--- src/rtl/dv_pkg.sv ---
// Shared widths and the internal write-request record of the register space.
// Assumes an 8-bit data path and a 64-entry port view.
package dv_pkg;
    localparam int DATA_W   = 8;
    localparam int IO_IDX_W = 6;
    localparam int IO_SPAN  = 1 << IO_IDX_W;   // port-view depth
    localparam int BIT_SPAN = IO_SPAN / 2;     // bit-addressable depth
    localparam int DS_OFS   = 32;              // data view = port + offset
    localparam int SEL_W    = $clog2(DATA_W);

    typedef struct packed {
        logic                en;
        logic [IO_IDX_W-1:0] idx;
        logic [DATA_W-1:0]   val;
    } io_wr_t;
endpackage

--- src/rtl/dv_view_decode.sv ---
// Combinational decoder for both address views. Flags the legality of port,
// bit and test accesses and maps a data address to the port window or the
// extended region. Assumes 8-bit addresses.
module dv_view_decode
    import dv_pkg::*;
#(
    parameter int EXT_BASE = 96
) (
    input  logic                io_en,
    input  logic [7:0]          io_addr,
    input  logic                bit_en,
    input  logic [7:0]          bit_addr,
    input  logic                tst_en,
    input  logic [7:0]          tst_addr,
    input  logic [7:0]          ds_addr,
    output logic                io_ok,
    output logic                bit_ok,
    output logic                tst_ok,
    output logic                ds_is_io,
    output logic [IO_IDX_W-1:0] ds_io_idx,
    output logic                ds_is_ext,
    output logic [7:0]          ds_ext_idx,
    output logic                illegal
);
    localparam logic [7:0] IO_LIM  = 8'(IO_SPAN);
    localparam logic [7:0] BIT_LIM = 8'(BIT_SPAN);
    localparam logic [7:0] DS_LO   = 8'(DS_OFS);
    localparam logic [7:0] EXT_LO  = 8'(EXT_BASE);

    logic [7:0] ds_rel;

    // Range checks and view translation.
    always_comb begin
        io_ok      = io_addr < IO_LIM;
        bit_ok     = bit_addr < BIT_LIM;
        tst_ok     = tst_addr < BIT_LIM;
        ds_rel     = ds_addr - DS_LO;
        ds_is_io   = (ds_addr >= DS_LO) && (ds_rel < IO_LIM) && (ds_addr < EXT_LO);
        ds_io_idx  = ds_rel[IO_IDX_W-1:0];
        ds_is_ext  = ds_addr >= EXT_LO;
        ds_ext_idx = ds_addr - EXT_LO;
        illegal    = (io_en && !io_ok) || (bit_en && !bit_ok) || (tst_en && !tst_ok);
    end
endmodule

--- src/rtl/dv_io_bank.sv ---
// The 64-entry port-view register bank. One entry is a write-one-to-clear
// flag register set by hardware events, one entry has reserved upper bits,
// and one entry is fully reserved. Assumes at most one write per cycle,
// already arbitrated by the caller.
module dv_io_bank
    import dv_pkg::*;
#(
    parameter int          FLAG_IDX  = 12,
    parameter int          CTRL_IDX  = 16,
    parameter logic [7:0]  CTRL_MASK = 8'h3F,
    parameter int          RSVD_IDX  = 30
) (
    input  logic                            clk,
    input  logic                            rst_n,
    input  io_wr_t                          wr,
    input  logic [DATA_W-1:0]               flag_evt,
    output logic [IO_SPAN-1:0][DATA_W-1:0]  rd_view
);
    for (genvar i = 0; i < IO_SPAN; i++) begin : g_reg
        if (i == RSVD_IDX) begin : g_rsvd
            // Reserved slot: no storage, reads zero.
            assign rd_view[i] = '0;
        end else if (i == FLAG_IDX) begin : g_flag
            logic [DATA_W-1:0] q;
            logic [DATA_W-1:0] clr;
            // Ones in the write data clear flags; events override clears.
            always_comb clr = (wr.en && wr.idx == IO_IDX_W'(i)) ? wr.val : '0;
            // Flag register update.
            always_ff @(posedge clk) begin
                if (!rst_n) q <= '0;
                else        q <= (q & ~clr) | flag_evt;
            end
            assign rd_view[i] = q;
        end else begin : g_plain
            localparam logic [DATA_W-1:0] MASK = (i == CTRL_IDX) ? CTRL_MASK : '1;
            logic [DATA_W-1:0] q;
            // Plain register; reserved bits never store a one.
            always_ff @(posedge clk) begin
                if (!rst_n)                                    q <= '0;
                else if (wr.en && wr.idx == IO_IDX_W'(i))      q <= wr.val & MASK;
            end
            assign rd_view[i] = q;
        end
    end
endmodule

--- src/rtl/dv_ext_store.sv ---
// Extended region behind the port window, reachable by data accesses only.
// In normal mode only the first EXT_REGS entries hold state. In
// compatibility mode every entry is read/write RAM. Both modes share one
// storage array.
module dv_ext_store
    import dv_pkg::*;
#(
    parameter int EXT_DEPTH = 160,
    parameter int EXT_REGS  = 16
) (
    input  logic               clk,
    input  logic               rst_n,
    input  logic               compat,
    input  logic               wr_en,
    input  logic [7:0]         wr_idx,
    input  logic [DATA_W-1:0]  wr_data,
    input  logic [7:0]         rd_idx,
    output logic [DATA_W-1:0]  rd_data
);
    localparam logic [7:0] DEPTH_B = 8'(EXT_DEPTH);
    localparam logic [7:0] REGS_B  = 8'(EXT_REGS);

    logic [DATA_W-1:0] mem [EXT_DEPTH];
    logic              wr_live;
    logic              rd_live;

    // Which locations exist in the current mode.
    always_comb begin
        wr_live = wr_en && (wr_idx < DEPTH_B) && (compat || wr_idx < REGS_B);
        rd_live = (rd_idx < DEPTH_B) && (compat || rd_idx < REGS_B);
        rd_data = rd_live ? mem[rd_idx] : '0;
    end

    // Storage update with full clear on reset.
    always_ff @(posedge clk) begin
        if (!rst_n) begin
            for (int k = 0; k < EXT_DEPTH; k++) mem[k] <= '0;
        end else if (wr_live) begin
            mem[wr_idx] <= wr_data;
        end
    end
endmodule

--- src/rtl/dv_regspace.sv ---
// Top of the dual-view register space. Arbitrates one write per cycle
// (data view, then port view, then bit operation), builds the
// read-modify-write value for bit operations and steers the read data of
// both views. Assumes the requester holds its inputs stable around the edge.
module dv_regspace
    import dv_pkg::*;
#(
    parameter int         FLAG_IO   = 12,
    parameter int         CTRL_IO   = 16,
    parameter logic [7:0] CTRL_MASK = 8'h3F,
    parameter int         RSVD_IO   = 30,
    parameter int         EXT_BASE  = 96,
    parameter int         EXT_REGS  = 16
) (
    input  logic              clk,
    input  logic              rst_n,
    input  logic              compat_mode,
    input  logic              io_en,
    input  logic              io_we,
    input  logic [7:0]        io_addr,
    input  logic [7:0]        io_wdata,
    output logic [7:0]        io_rdata,
    input  logic              bit_en,
    input  logic              bit_set,
    input  logic [7:0]        bit_addr,
    input  logic [2:0]        bit_sel,
    input  logic              tst_en,
    input  logic [7:0]        tst_addr,
    input  logic [2:0]        tst_sel,
    output logic              tst_bit,
    input  logic              ds_en,
    input  logic              ds_we,
    input  logic [7:0]        ds_addr,
    input  logic [7:0]        ds_wdata,
    output logic [7:0]        ds_rdata,
    input  logic [7:0]        flag_evt,
    output logic              illegal
);
    localparam int EXT_DEPTH = 256 - EXT_BASE;

    logic                            io_ok, bit_ok, tst_ok;
    logic                            ds_is_io, ds_is_ext;
    logic [IO_IDX_W-1:0]             ds_io_idx;
    logic [7:0]                      ds_ext_idx;
    logic [IO_SPAN-1:0][DATA_W-1:0]  bank;
    logic [DATA_W-1:0]               ext_rd;
    logic [DATA_W-1:0]               bit_cur;
    logic [DATA_W-1:0]               bit_mask;
    logic                            ds_wr, io_wr, bo_wr;
    io_wr_t                          wr_req;

    dv_view_decode #(.EXT_BASE(EXT_BASE)) dec_i (
        .io_en      (io_en),
        .io_addr    (io_addr),
        .bit_en     (bit_en),
        .bit_addr   (bit_addr),
        .tst_en     (tst_en),
        .tst_addr   (tst_addr),
        .ds_addr    (ds_addr),
        .io_ok      (io_ok),
        .bit_ok     (bit_ok),
        .tst_ok     (tst_ok),
        .ds_is_io   (ds_is_io),
        .ds_io_idx  (ds_io_idx),
        .ds_is_ext  (ds_is_ext),
        .ds_ext_idx (ds_ext_idx),
        .illegal    (illegal)
    );

    // Write arbitration and read-modify-write value for bit operations.
    always_comb begin
        ds_wr    = ds_en && ds_we;
        io_wr    = !ds_wr && io_en && io_we && io_ok;
        bo_wr    = !ds_wr && !(io_en && io_we) && bit_en && bit_ok;
        bit_cur  = bank[bit_addr[IO_IDX_W-1:0]];
        bit_mask = DATA_W'(1) << bit_sel;
        wr_req   = '0;
        if (ds_wr && ds_is_io) begin
            wr_req = '{en: 1'b1, idx: ds_io_idx, val: ds_wdata};
        end else if (io_wr) begin
            wr_req = '{en: 1'b1, idx: io_addr[IO_IDX_W-1:0], val: io_wdata};
        end else if (bo_wr) begin
            wr_req = '{en: 1'b1, idx: bit_addr[IO_IDX_W-1:0],
                       val: bit_set ? (bit_cur | bit_mask) : (bit_cur & ~bit_mask)};
        end
    end

    dv_io_bank #(
        .FLAG_IDX  (FLAG_IO),
        .CTRL_IDX  (CTRL_IO),
        .CTRL_MASK (CTRL_MASK),
        .RSVD_IDX  (RSVD_IO)
    ) bank_i (
        .clk      (clk),
        .rst_n    (rst_n),
        .wr       (wr_req),
        .flag_evt (flag_evt),
        .rd_view  (bank)
    );

    dv_ext_store #(.EXT_DEPTH(EXT_DEPTH), .EXT_REGS(EXT_REGS)) ext_i (
        .clk     (clk),
        .rst_n   (rst_n),
        .compat  (compat_mode),
        .wr_en   (ds_wr && ds_is_ext),
        .wr_idx  (ds_ext_idx),
        .wr_data (ds_wdata),
        .rd_idx  (ds_ext_idx),
        .rd_data (ext_rd)
    );

    // Read steering for both views and the bit test.
    always_comb begin
        io_rdata = (io_en && io_ok) ? bank[io_addr[IO_IDX_W-1:0]] : '0;
        tst_bit  = (tst_en && tst_ok) ? bank[tst_addr[IO_IDX_W-1:0]][tst_sel] : 1'b0;
        if (ds_is_io)       ds_rdata = bank[ds_io_idx];
        else if (ds_is_ext) ds_rdata = ext_rd;
        else                ds_rdata = '0;
    end
endmodule

--- config.mk ---
export PLATFORM = sky130hd
export DESIGN_NAME = dv_regspace
export DESIGN_NICKNAME = d
export VERILOG_FILES = /design/src/rtl/dv_pkg.sv /design/src/rtl/dv_view_decode.sv /design/src/rtl/dv_io_bank.sv /design/src/rtl/dv_ext_store.sv /design/src/rtl/dv_regspace.sv
export SDC_FILE = /design/constraint.sdc
export NUM_CORES = 2
export LEC_CHECK = 0
export ABC_CLOCK_PERIOD_IN_PS = 7100
export BUFFER_PORTS_ARGS = -buffer_cell sky130_fd_sc_hd__buf_2
export CAP_MARGIN = 20
export CELL_PAD_IN_SITES_DETAIL_PLACEMENT = 0
export CELL_PAD_IN_SITES_GLOBAL_PLACEMENT = 2
export CORE_UTILIZATION = 48
export CTS_CLUSTER_DIAMETER = 60
export DETAILED_ROUTE_END_ITERATION = 12
export PLACE_DENSITY_LB_ADDON = 0.1
export SETUP_SLACK_MARGIN = 0.05
export SYNTH_ARGS = -nofsm -noshare
export SYNTH_HDL_FRONTEND = slang
export SYNTH_SLANG_ARGS = --single-unit
--- constraint.sdc ---
create_clock -name clk -period 7.1 [get_ports clk]
set_input_delay 1.775 -clock clk [delete_from_list [all_inputs] [get_ports clk]]
set_output_delay 1.775 -clock clk [all_outputs]
set_load 0.02 [all_outputs]
After elaboration in Yosys (flattened, before gate mapping)
Memory sizes are Yosys's and may differ from the RTL's.
Index checks and enable logic that the tools add are counted.
{"block": "word_totals", "inputBits": 72, "mem_count": 1, "latchBits": 0, "reg_bits": 502, "rom_bits": 0, "ramBits": 1280, "word_cells": 269, "out_inout_bits": 18}
{"memory": "ext_i.mem", "depth": 160, "word_bits": 8, "read_ports": 1, "rd_ports_with_merged_regs": 0, "write_ports": 160, "line_no": "dv_ext_store.sv:23", "rtl": "logic [DATA_W-1:0] mem [EXT_DEPTH];"}
{"block": "classes", "n_bitwise": 6, "n_shift": 1, "order_cmp": 14, "n_eq_ne": 62, "muxes": 27, "n_addsub": 2, "div": 0, "multipliers": 0, "n_reduce_logical": 93}
{"cell": "binary-select mux 8 bit (select 6 bit)", "n": 4}
{"cell": "== test 6 bit, second input constant", "n": 32}
{"cell": "2-to-1 mux 8 bit", "n": 12}
{"cell": "== test 6 x 5 -> 1 bit, second input constant", "n": 15}
{"cell": "logical AND 1 bit", "n": 83}
{"cell": "== test 6 x 4 -> 1 bit, second input constant", "n": 8}
{"cell": "2-to-1 mux 15 bit", "n": 3}
{"cell": "less-than comparator 6 x 7 -> 1 bit, second input constant", "n": 4}
{"cell": "== test 6 x 3 -> 1 bit, second input constant", "n": 4}
{"cell": "less-than comparator 8 x 7 -> 1 bit, second input constant", "n": 3}
{"cell": "bitwise AND 8 bit", "n": 2}
{"cell": "less-than comparator 8 x 6 -> 1 bit, second input constant", "n": 2}
{"cell": "NOT 8 bit", "n": 2}
{"cell": "bitwise OR 8 bit", "n": 2}
{"cell": "== test 6 x 2 -> 1 bit, second input constant", "n": 2}
{"cell": "greater-or-equal comparator 8 x 6 -> 1 bit, second input constant", "n": 1}
{"cell": "greater-or-equal comparator 8 x 7 -> 1 bit, second input constant", "n": 1}
{"cell": "less-than comparator 8 x 5 -> 1 bit, second input constant", "n": 1}
{"cell": "less-than comparator 8 bit, second input constant", "n": 1}
{"cell": "OR reduction 8 bit", "n": 1}
{"cell": "left shift 1 x 3 -> 8 bit, first input constant", "n": 1}
{"cell": "subtractor 8 x 6 -> 8 bit, second input constant", "n": 1}
{"cell": "subtractor 8 x 7 -> 8 bit, second input constant", "n": 1}
{"cell": "2-to-1 mux 1 bit", "n": 7}
{"cell": "other kinds (6)", "n": 12}

Longest topological paths before layout
{"block": "depth", "ltp_word": 14, "ltp_mapped": 13, "ltp_nobuf": 9}

Cells and area by module
From an unflattened synthesis, not the netlist that was laid out.
{"block": "hier_totals", "cells_unflattened": 7405, "area_unflattened_um2": 104481.5}
{"mod": "dv_ext_store", "area_each_um2": 68783.5, "n_inst": 1, "cells_per_inst": 4511}
{"mod": "dv_io_bank", "area_each_um2": 18771.8, "n_inst": 1, "cells_per_inst": 1743}
{"mod": "dv_regspace", "area_each_um2": 16706.0, "n_inst": 1, "cells_per_inst": 1120}
{"mod": "dv_view_decode", "area_each_um2": 220.2, "n_inst": 1, "cells_per_inst": 31}

Worst setup path before layout
OpenSTA, ideal clock, no wires.
{"block": "synth_path", "path_type": "input to output", "from": "input io_addr[0]", "to": "output io_rdata[0]", "cell_stages": 8, "arrival_ns": 4.334, "slack_ns": 0.991, "required_ns": 5.325, "n_path_buf": 4, "cell_sequence": "clkbuf_1 -> buf_2 -> buf_2 -> buf_1 -> mux4_2 -> mux4_2 -> mux4_2 -> nor2b_1"}
{"block": "synth_via", "elab_chain_cells": 3}
{"item": "start, declared", "line_no": "dv_regspace.sv:20", "rtl": "input logic [7:0] io_addr,"}
{"item": "binary-select mux 8 bit (select 6 bit) / less-than comparator 8 x 7 -> 1 bit (equally long branches)", "line_no": "dv_regspace.sv:114, dv_view_decode.sv:34"}
{"item": "2-to-1 mux 8 bit (implied by the code) / logical AND 1 bit (equally long branches)", "line_no": "dv_regspace.sv:114", "rtl": "io_rdata = (io_en && io_ok) ? bank[io_addr[IO_IDX_W-1:0]] : '0;"}
{"item": "2-to-1 mux 8 bit *", "line_no": "dv_regspace.sv:114"}
{"item": "end, declared", "line_no": "dv_regspace.sv:22", "rtl": "output logic [7:0] io_rdata,"}
Mark *: on every way between the ends. The rest lies on a longest branch, timed or not. The select of a mux whose other input is x is not followed.

Worst setup path after layout
{"block": "layout_path", "from": "input tst_addr[1]", "to": "output tst_bit"}
{"block": "layout_via", "elab_chain_cells": 5}
{"item": "start, declared", "line_no": "dv_regspace.sv:28", "rtl": "input logic [7:0] tst_addr,"}
{"item": "binary-select mux 8 bit (select 6 bit)", "line_no": "dv_regspace.sv:115", "rtl": "tst_bit = (tst_en && tst_ok) ? bank[tst_addr[IO_IDX_W-1:0]][tst_sel] : 1'b0;"}
{"item": "2-to-1 mux 8 bit (implied by the code)", "line_no": "dv_regspace.sv:115"}
{"item": "binary-select mux 1 bit (select 3 bit)", "line_no": "dv_regspace.sv:115"}
{"item": "2-to-1 mux 1 bit (implied by the code)", "line_no": "dv_regspace.sv:115"}
{"item": "2-to-1 mux 1 bit *", "line_no": "dv_regspace.sv:115"}
{"item": "end, declared", "line_no": "dv_regspace.sv:30", "rtl": "output logic tst_bit,"}
Marks and branches as above.

==> results.md <==
Status:
- The run finished with clean final reports.

Hold path:
- The startpoint identified for the worst hold timing path is bank_i.g_reg[33].g_plain.q[1]$_SDFFE_PN0P_.
- In this run the worst hold path is classified as flop to flop.
- Along the worst hold path, the cell count comes to 1.
- The endpoint with the worst hold slack is bank_i.g_reg[33].g_plain.q[1]$_SDFFE_PN0P_.

CTS:
- The maximum buffer depth of the clock tree is 4.
- The H-tree generated during clock tree synthesis spans 5 levels.
- The count of hold-fix buffers inserted at cts is 0.
- Counting every sink on the clock net gives 2,358.
- The clock tree from TritonCTS is done.
- The number of buffers created by CTS is 285.
- The clock slew seen by the registers of the worst setup and hold paths is 60 ps.
- The clock latency on the worst-skew pair is 940 ps.
- The master cell of the clock root buffer is clkbuf_16.

Timing:
- For the final database, setup skew stands at 83.6 ps.
- The post-layout minimum cycle time is 7040 ps.
- Hold timing on the final database bottoms out at a slack of 502 ps.
- The worst slew slack as a fraction of its limit is 0.154.
- Static timing analysis puts the maximum clock frequency at 142 MHz.
- The count of endpoints failing hold in the final timing report is 0.
- The slew at the pin with the worst max-slew slack is 1270 ps.
- In the finished design, the share of the clock period the worst path needs comes to 0.992.
- The max-slew violation count is 0.
- Setup repair after global routing left no endpoint under its margin.
- The total setup violations reported at the end of the flow is 0.

Placement:
- Routability-driven placement finished with a final weighted congestion of 0.956.
- Port buffering added 89 buffers.
- Detailed placement ended at an HPWL of 250,000 um.

Drt:
- The routed design has 368,000 um of wire.
- Across all layers, the routed design uses 71,541 vias.
- In the final routed layout, each cell accounts on average for 32.2 um.
- The first routing iteration left 8,540 violations.
- The detail route stage leaves a number of antenna-violating nets equal to 0.
- The count of TritonRoute iterations in the first routing pass is 6.
- The via-per-instance ratio is 6.26.
- The DRC violation count after routing is 0.

Final layout:
- The total number of nets in the final design is 8,172.
- The share of final-layout standard cells stronger than drive strength 1 is 0.263.
- The filler cell count is 18,650.
- The sequential cell area is 65,800 um^2.
- The multi-input combinational cells in the finished layout cover a total of 46,500 um^2.
- The area overhead of the layout relative to synthesis is 15.7%.
- The final core utilization is 0.560.

Job:
- Across the run, the number of max-cap violations was 0.

Synthesis:
- The number of unique standard cell types used by synthesis is 87.
- In the synthesized netlist the dominant register cell turns out to be edfxtp_1.
- The largest total area in the synthesized netlist belongs to edfxtp_1.
- The number of flip-flops and latches in the synthesized netlist is 2,358.
- Of the post-synthesis cell area, the dominant cell type holds 0.494.
- In the post-synthesis netlist, the biggest area contributors are edfxtp_1, mux4_2, dfxtp_1.
- The total of warnings raised by yosys is 0.
- For this run, asynchronously set or reset flops after synthesis account for 0.
- The share of the Yosys chip area taken by registers is 0.583.
- After technology mapping, the gate count stands at 7,260.
- The average cell area after synthesis is 15.5 um^2.
- Summing every instance area after synthesis gives 113,000 um^2.
- The number of synthesized flops with an enable pin is 1,856.

Setup path:
- The worst-path maximum fanout is 32.
- The startpoint of the worst-slack reg-to-reg timing path is bank_i.g_reg[4].g_plain.q[1]$_SDFFE_PN0P_.
- The endpoint kind of the worst setup timing path is a primary output.
- The required time reported for the critical path endpoint is 5330 ps.
- Tracing the worst setup path back leads to its startpoint at tst_addr[1].
- The critical register-to-register path endpoint is bank_i.g_reg[40].g_plain.q[1]$_SDFFE_PN0P_.
- The startpoint kind of the worst setup timing path is an input pin.
- The delay of the slowest cell on the worst path is 690 ps.
- The worst-case reg-to-reg path depth is 8.
- At the worst endpoint, the arrival time is 5270 ps.
- The critical setup path kind is input pin to primary output.
- The slowest stage cell on the critical path is or4_1.
- The critical path goes through buf_4 -> buf_12 -> buf_12 -> mux4_2 -> mux2i_1 -> mux2i_1 -> o21ai_0 -> a21oi_1 -> or4_1 -> and4_1 -> buf_2.
- In this run the register-to-register setup slack is 3760 ps.

Global routing:
- Entering global routing, the biggest net connects 183 pins.
- The global-route usage over all layers is 0.313.
- The overall overflow remaining after global route is 0.
- The first global-routing pass estimated 528,000 um of wire.
- The number of antenna violations at the first check in global routing is 32.
- The via count of the first global-routing pass came to 70,741.

Die:
- The region available for standard cell placement spans 233,000 um^2.
- The boundary pin count is 90.
- For this configuration, the core starts out at a cell density of 0.484.
- The die area is 237,000 um^2.
- In this run the horizontal extent of the chip is 487 um.
- The standard-cell row count is 177.
- From bottom edge to top edge, the die measures 487 um.

Power:
- Total power for the finished layout comes to 32.7 mW.
- The power density relative to cell area is 250 nW/um^2.
- The static leakage is 47.4 nW.
- The largest voltage drop on the vdd net is 0.219 mV.
==> per-layer routing <==
metal / track usage / share of wire / vias to the layer above
met5: 0 / 0.00025 / -
met4: 0.137 / 0.048 / 12
met3: 0.0664 / 0.090 / 783
met2: 0.488 / 0.47 / 3627
met1: 0.424 / 0.40 / 37236
li1: - / - / 29883
==> cell families (layout without fill, tap and decap cells) <==
group           Yosys count  count (layout)  synth area share
mux                    1126            1126             0.212
other cells               1             589         0.0000333
flops                  2358            2358             0.583
compound gates         1138            1138            0.0773
fa+ha+maj                 3               3          0.000333
xor+xnor                  2               2          0.000155
simple gates           1968            1968             0.101
buf+inv                 664            1121            0.0261
==> cell usage in the layout (no fill, tap or decap), drive strengths merged, types with 13 or more instances in the layout <==
master   count
a22oi       76
inv         28
mux2        53
o211a      138
conb       576
a31oi       30
nand3       43
diode       13
edfxtp    1856
o21ai      235
a21boi      37
nor2b       33
dfxtp      502
o2bb2ai     89
a22o       268
a211oi      18
a21oi       94
a221o       15
buf        608
clkinv      89
o22ai       27
mux4      1002
mux2i       71
nor2       245
nand2      245
clkbuf     368
nor3        48
bufinv      20
and2      1292
a221oi      43
==> where the power goes <==
part / total (mW) / switching, mW / internal [mW]
logic: 2.84 / 1.76 / 1.08
clock network: 14.1 / 5.75 / 8.34
registers: 15.7 / 0.192 / 15.5
total: 32.7 / 7.71 / 25.0
==> registers in the layout (all words and copies together) (netlist names) <==
| register | cells |
|---|---|
| bank_i.g.g_plain.q | 494 |
| bank_i.g.g_flag.q | 8 |
| ext_i.mem | 1856 |
==> worst max path at each step <==
| stage | endpoint | slack (ps) | cells after the start |
|---|---|---|---|
| floorplan | io_rdata[0] | 990 | 8 |
| global placement | ds_rdata[0] | -910 | 11 |
| detailed placement | ds_rdata[7] | -550 | 15 |
| CTS | ds_rdata[2] | 70 | 11 |
| global route | tst_bit | 60 | 11 |
| finish | tst_bit | 60 | 11 |
==> metrics by stage <==
stage | cells | TNS, ps | area (um^2) | worst slack, ps
2_1_floorplan | 7835 | 0 | 115000 | 991
3_3_place_gp | 10920 | -2300 | 121000 | -910
3_5_place_dp | 10931 | -1290 | 121000 | -547
4_1_cts | 11414 | 0 | 130000 | 74.6
5_1_grt | 11428 | 0 | 130000 | 57.2
6_report | 11437 | 0 | 131000 | 60.0
==> cells in the mapped netlist (all sizes together) (4+ instances only) <==
| cell type | number |
|---|---|
| a22oi | 76 |
| nand2b | 10 |
| a22o | 268 |
| o211ai | 6 |
| mux4 | 1002 |
| nor3b | 6 |
| dfxtp | 502 |
| nor3 | 48 |
| a32oi | 5 |
| a21boi | 37 |
| nor4 | 7 |
| a31oi | 30 |
| or2 | 4 |
| a221oi | 43 |
| o211a | 138 |
| mux2i | 71 |
| o21ai | 235 |
| nand3 | 43 |
| edfxtp | 1856 |
| o31a | 5 |
| a2111oi | 6 |
| and2 | 1292 |
| or3b | 6 |
| o2bb2ai | 89 |
| buf | 282 |
| a21oi | 94 |
| a2bb2oi | 5 |
| o32ai | 5 |
| and3 | 7 |
| nand2 | 245 |
| o22ai | 27 |
| a221o | 15 |
| a211oi | 18 |
| mux2 | 53 |
| nor2 | 245 |
| inv | 16 |
| nand4 | 9 |
| nor2b | 33 |
| o221ai | 11 |
| clkbuf | 363 |
==> cell type report <==
class | instances | area share
Timing Repair Buffer | 620 | 0.0411
Tap cell | 3132 | 0.0300
Sequential cell | 2358 | 0.504
Clock inverter | 125 | 0.00942
Inverter | 19 | 0.000546
Clock buffer | 357 | 0.0586
Antenna cell | 13 | 0.000249
Multi-Input combinational cell | 4813 | 0.356
==> timing repair <==
| action | CTS | global route |
|---|---|---|
| gates cloned | 1 | 0 |
| setup buffers | 0 | 0 |
| pin swaps | 2 | 1 |
| gates resized for setup | 14 | 3 |
| endpoints found under the setup margin | 6 | 2 |
==> critical path, delay by kind of cell <==
| family | cells | cell delay, ps |
|---|---|---|
| mux | 3 | 850 |
| compound gates | 2 | 610 |
| buf+inv | 4 | 1050 |
| simple gates | 2 | 940 |
Power figures use the tool's default switching activity.
